==> config.mk <==
export PLATFORM = sky130hd
export DESIGN_NAME = pfd_abp
export DESIGN_NICKNAME = d
export VERILOG_FILES = /design/src/rtl/pfd_pkg.sv /design/src/rtl/pfd_edge_flag.sv /design/src/rtl/pfd_clear_timer.sv /design/src/rtl/pfd_abp.sv
export SDC_FILE = /design/constraint.sdc
export NUM_CORES = 1
export LEC_CHECK = 0
export BUFFER_PORTS_ARGS = -buffer_cell sky130_fd_sc_hd__buf_2
export CORE_AREA = 2 2 39 41
export DETAILED_ROUTE_END_ITERATION = 8
export DIE_AREA = 0 0 41 43
export HOLD_SLACK_MARGIN = 0.1
export PLACE_DENSITY = 0.46
export SLEW_MARGIN = 20
export SYNTH_ARGS = -nofsm -noshare
export SYNTH_HDL_FRONTEND = slang
export SYNTH_SLANG_ARGS = --single-unit
==> constraint.sdc <==
create_clock -name clk -period 1.4 [get_ports clk]
set_clock_uncertainty 0.15 [all_clocks]
set_input_delay 0.14 -clock clk [delete_from_list [all_inputs] [get_ports clk]]
set_output_delay 0.14 -clock clk [all_outputs]
set_load 0.005 [all_outputs]
==> src/rtl/pfd_pkg.sv <==
package pfd_pkg;
    // width of the overlap selection code
    parameter int ABP_W = 2;
    // number of detector channels (reference, feedback)
    parameter int N_CH  = 2;

    typedef struct packed {
        logic flag;
        logic pend;
    } flag_state_t;
endpackage

==> src/rtl/pfd_edge_flag.sv <==
module pfd_edge_flag (
    input  logic clk,
    input  logic rst,
    input  logic edge_i,
    input  logic both_i,
    input  logic done_i,
    output logic flag_o
);
    import pfd_pkg::*;

    flag_state_t s_d, s_q;

    always_comb begin
        s_d = s_q;
        if (done_i) begin
            // overlap ends: a held or fresh edge re-arms the flag
            s_d.flag = s_q.pend | edge_i;
            s_d.pend = 1'b0;
        end else if (both_i) begin
            // clear pending: keep any incoming edge for later
            s_d.pend = s_q.pend | edge_i;
        end else begin
            s_d.flag = s_q.flag | edge_i;
        end
        if (rst) begin
            s_d = '0;
        end
    end

    always_ff @(posedge clk) begin
        s_q <= s_d;
    end

    assign flag_o = s_q.flag;
endmodule

==> src/rtl/pfd_clear_timer.sv <==
module pfd_clear_timer #(
    parameter int SEL_W = pfd_pkg::ABP_W
) (
    input  logic             clk,
    input  logic             rst,
    input  logic             both_i,
    input  logic [SEL_W-1:0] sel_i,
    output logic             done_o
);
    localparam int CNT_W = SEL_W;

    typedef struct packed {
        logic [CNT_W-1:0] cnt;
    } timer_state_t;

    timer_state_t t_d, t_q;
    logic         done;

    always_comb begin
        done = both_i && (t_q.cnt == CNT_W'(sel_i));
        t_d  = t_q;
        if (both_i && !done) begin
            t_d.cnt = t_q.cnt + 1'b1;
        end else begin
            t_d.cnt = '0;
        end
        if (rst) begin
            t_d = '0;
        end
    end

    always_ff @(posedge clk) begin
        t_q <= t_d;
    end

    assign done_o = done;
endmodule

==> src/rtl/pfd_abp.sv <==
module pfd_abp #(
    parameter int SEL_W = pfd_pkg::ABP_W
) (
    input  logic             clk,
    input  logic             rst,
    input  logic             ref_pulse,
    input  logic             fb_pulse,
    input  logic [SEL_W-1:0] abp_sel,
    output logic             up,
    output logic             dn
);
    localparam int NCH = pfd_pkg::N_CH;

    logic [NCH-1:0] edges;
    logic [NCH-1:0] flags;
    logic           both;
    logic           done;

    assign edges = {fb_pulse, ref_pulse};
    assign both  = &flags;

    for (genvar i = 0; i < NCH; i++) begin : g_flag
        pfd_edge_flag u_flag (
            .clk    (clk),
            .rst    (rst),
            .edge_i (edges[i]),
            .both_i (both),
            .done_i (done),
            .flag_o (flags[i])
        );
    end

    pfd_clear_timer #(.SEL_W(SEL_W)) u_timer (
        .clk    (clk),
        .rst    (rst),
        .both_i (both),
        .sel_i  (abp_sel),
        .done_o (done)
    );

    assign up = flags[0];
    assign dn = flags[1];
endmodule

=== After elaboration in Yosys (flattened, before gate mapping) ===
Cells that the tools add are included.
Widths: inputs -> output; s select.

* Add/sub/neg operators: 1
* Equality and inequality tests: 2
* Muxes and demuxes: 6
* Bitwise logic cells: 5
* Reduce and logical (&&, ||, !) cells: 6

{| class="wikitable"
|+ Operators with widths
! operator !! number
|-
| $mux 1 || 4
|-
| $mux 2 || 2
|-
| $or 1x1->1 || 4
|-
| $reduce_or 2->1 || 2
|-
| $add 2x1->2 const B || 1
|-
| $eq 2x2->1 || 1
|-
| $logic_and 1x1->1 || 2
|-
| $ne 2x2->1 const B || 1
|-
| $reduce_and 2->1 || 1
|-
| $logic_not 1->1 || 1
|-
| $not 1->1 || 1
|}

* Flip-flop bits (word level): 6
* Input port bits: 6
* Output and inout bits: 2
* Logic and storage cells: 25

=== Depth between registers and ports, before layout ===
* Depth after elaboration: 6
* Depth in mapped cells: 2
* Gate-level depth less buffers: 2

=== Hierarchy ===
Synthesis repeated with hierarchy kept, for this count alone.

* Cell total of the unflattened synthesis: 29
* Area total of the unflattened synthesis: 265.3 sq um

{| class="wikitable"
|+ Modules (own cells, without submodules)
! module !! times used !! cells an instance !! area an instance (sq um) !! seq. area each (sq um)
|-
| pfd_edge_flag || 2 || 8 || 75.1 || 40.0
|-
| pfd_clear_timer || 1 || 12 || 108.9 || 40.0
|-
| pfd_abp || 1 || 1 || 6.3 || 0.0
|}

=== Least setup slack after synthesis ===
No wires, ideal clock.

* Path type: flip-flop to flip-flop
* Start: reg u_timer.t_q[1] (netlist bit)
* End: reg u_timer.t_q[0] (netlist bit)
* Library setup time: 114 ps
* Data arrival time: 832 ps
* Required time: 1136 ps
* Setup slack: 303 ps
* Cell stages (with the launch flop): 3
* Path buffers: 0
* Clock period less this slack: 1097 ps
* Cell sequence: dfxtp_1 > xnor2_1 > a2111oi_0

* Word-level cells in the longest chain between the ends: 6

{| class="wikitable"
|+ Ends and longest elaborated chain
! what !! RTL line !! source
|-
| start: declaration || pfd_clear_timer.sv:16 || <nowiki>timer_state_t t_d, t_q;</nowiki>
|-
| start signal: assignment || pfd_clear_timer.sv:33 || <nowiki>t_q <= t_d;</nowiki>
|-
| $eq 2x2->1 || pfd_clear_timer.sv:20 || <nowiki>done = both_i && (t_q.cnt == CNT_W'(sel_i));</nowiki>
|-
| $logic_and 1x1->1 || pfd_clear_timer.sv:20 ||
|-
| $logic_not 1->1 || pfd_clear_timer.sv:22 || <nowiki>if (both_i && !done) begin</nowiki>
|-
| $logic_and 1x1->1 || pfd_clear_timer.sv:22 ||
|-
| $not 1->1 (no line) || - ||
|-
| $reduce_or 2->1 (no line) || - ||
|}

No other way between the ends.
A chain may end at the register's enable or synchronous reset.

=== Final worst setup path ===
* Start: reg u_timer.t_q[1] (netlist bit)
* End: reg u_timer.t_q[1] (netlist bit)

* Word-level cells in the longest chain between the ends: 6
* Elaborated cells between the ends (all ways): 7
* Classes of those cells: add/sub: 1; eq/ne: 1; bitwise: 1; reduce/logical: 4

{| class="wikitable"
|+ Ends and longest elaborated chain
! what !! RTL line
|-
| $eq 2x2->1 || pfd_clear_timer.sv:20
|-
| $logic_and 1x1->1 || pfd_clear_timer.sv:20
|-
| $logic_not 1->1 || pfd_clear_timer.sv:22
|-
| $logic_and 1x1->1 || pfd_clear_timer.sv:22
|-
| $not 1->1 (no line) || -
|-
| $reduce_or 2->1 (no line) || -
|}

Several ways; a longest one is shown, not always the timed one.

==> results.txt <==
status = complete, no violations
reg2reg setup slack = 170 ps
crit-path cells = xnor2_1, a2111oi_0
Worst setup SP type = flip-flop
setup TNS = 0 ps
hpwl dp = 395.4 um
sequential share of power = 47.5%
Core ar. = 0.001384 mm^2
I/O pin cnt = 8
Crit. End Element = flip-flop
number of cell rows = 14
Yosys warnings = 0
worst slew pin tran = 432.1 ps
number of nets with antenna violations after routing = 0
vias in the first global route = 241
CTS tree = done
Worst EP arrival = 1200 ps
worst hold path class = in -> reg
post-synth cell types = 9
Largest stage delay, worst path = 430 ps
DRC Markers = 0
Clock Tree Root = clkbuf_4
initial DRC count = 8
register bit total from synthesis = 6
vias per std cell = 4.808
NetSw = 94.12 uW
worst vdd ir = 0.3837 mV
commonest non-fill, non-tap cell in the layout = buf_2
RePlAce Congestion = 0.7712
non-filler cells, final = 52
Leak = 0.0001240 uW
Die H = 43 um
min Tclk post-route = 1226 ps
drt wl/cell = 10.25 um
total global routing track utilization = 8.761%
Gate Count Post-Synth = 23
Mapped Nets = 29
global-route wire length before repair = 966 um
power share of the clock group = 41.2%
clk_lat worst skew = 240 ps
Die W = 41 um
fin nets = 44
dpl cells = 46
CTS Buffer Depth = 2
WP data required = 1370 ps
Max Clk Rate = 0.8159 GHz
unrepaired setup endpoints after global routing = false
leading cell types in the layout, fill and taps excluded = buf_2 (7), dfxtp_1 (6), a311oi_1 (4)
largest net degree at the start of global routing = 8
Post-CTS Resized = 0
H-Tree Depth = 1
area growth from synthesis to layout = 44.10%
final hold violations = 0
Final Max Tran Viols = 0
Sw Ratio = 23.85%
Initial Utilization = 17.63%
Setup Crit Path Kind = reg -> reg
clk sinks = 6
Seq/Total Area, Yosys = 49.23%
Slew headroom = 70.99%
share of cells above drive strength 1 = 27.78%
# setup viols final = 0
combinational share of power = 11.3%
Die ar. = 0.001763 mm^2
max cap viols = 0
Crit path max-delay family = compound AO/OA/AOI/OAI gates
Int Pwr = 300.4 uW
cts bufs inserted = 3
antenna diode count = 0
worst-path maximum fanout = 6
slowest CP cell = a2111oi_0
drt total wl = 533 um
Syn Area/Cell = 10.61 um^2
drt pass-1 iters = 4
Reg clk slew, reported paths = 50 ps
period utilization = 87.55%
Power Density = 1122 mW/mm^2
vias = 250
grt total ovfl = 0
mapped cell area = 244.0 um^2
PortBufs = 7
CP Buf/Inv Count = 0
initial antenna violation count = 0
# fillers = 154
-- synthesized netlist by cell type (all sizes together) --
| cell | count | share of area [%] |
|---|---|---|
| dfxtp | 6 | 49 |
| a311oi | 4 | 14 |
| xnor2 | 3 | 11 |
| a2111oi | 2 | 7.2 |
| a31oi | 2 | 5.1 |
| nor2 | 2 | 3.1 |
| nor3b | 2 | 6.2 |
| and2 | 1 | 2.6 |
| nand2 | 1 | 1.5 |
-- power groups by stage --
| stage | Clock, uW | Combinational (uW) | Sequential (uW) |
|---|---|---|---|
| CTS | 170 | 44.9 | 187 |
| finish | 162 | 44.5 | 188 |
| detailed placement | 0 | 38.1 | 191 |
| global route | 185 | 49.9 | 189 |
| floorplan | 0 | 19.6 | 189 |
| global placement | 0 | 37.3 | 190 |
-- per-layer routing --
metal,GRT usage (%),up-vias,part of all wire [%]
li1,-,120,-
met1,10.39,113,45
met2,10.63,15,42
met3,4.712,2,11
met4,8.000,0,2.8
met5,0,-,0
-- cell type report --
type | count | area, um^2 | area share (%)
flip-flops and latches | 6 | 120.1 | 34.16
multi-input cells | 17 | 123.9 | 35.23
clock buffers | 3 | 22.52 | 6.406
repair buffers | 10 | 65.06 | 18.51
well taps | 16 | 20.02 | 5.694
-- final timing paths --
path                              from                                    to  cells after the start
min reg2reg  u_timer.t_q[0]$_SDFF_PP0_             u_timer.t_q[0]$_SDFF_PP0_                      1
min                         abp_sel[0]  g_flag[1].u_flag.flag_o$_SDFFE_PP0P_                      3
max reg2reg  u_timer.t_q[1]$_SDFF_PP0_             u_timer.t_q[1]$_SDFF_PP0_                      2
max          u_timer.t_q[1]$_SDFF_PP0_             u_timer.t_q[1]$_SDFF_PP0_                      2
-- sequential cells by signal, indices dropped and copies added, names as in the netlist --
register and cells:
g_flag.u_flag.s_q 2, u_timer.t_q 2, g_flag.u_flag.flag_o 2
-- logic make-up after synthesis --
family	count (synthesis)	synth area share [%]
AOI/OAI and AO/OA	8	26.67
DFF	6	49.23
and+or+nand+nor	6	13.33
xor gates and xnor gates	3	10.77
-- through the flow --
| step | cell area (um^2) | hold slack [ps] | setup WS [ps] | utilization, % | power, uW |
|---|---|---|---|---|---|
| 3_5_place_dp | 299.0 | 229.3 | 201.3 | 21.61 | 229.1 |
| 2_1_floorplan | 244.0 | 62.14 | 303.3 | - | 209.0 |
| 3_3_place_gp | 299.0 | 225.9 | 213.3 | 21.61 | 227.8 |
| 4_1_cts | 351.6 | 209.5 | 176.9 | 25.41 | 402.4 |
| 6_report | 351.6 | 224.3 | 174.3 | 25.41 | 394.6 |
| 5_1_grt | 351.6 | 260.7 | 26.16 | 25.41 | 423.0 |
-- repair_timing --
action                                 4_1_cts  5_1_grt
endpoints found under the hold margin        6        0
buffers inserted                             0        0
hold buffers                                 3        0
-- worst min-delay path, cell delays in order --
cell,delay (ps)
buf_2,90
xnor2_1,220
a311oi_1,120
Power figures use the tool's default switching activity.
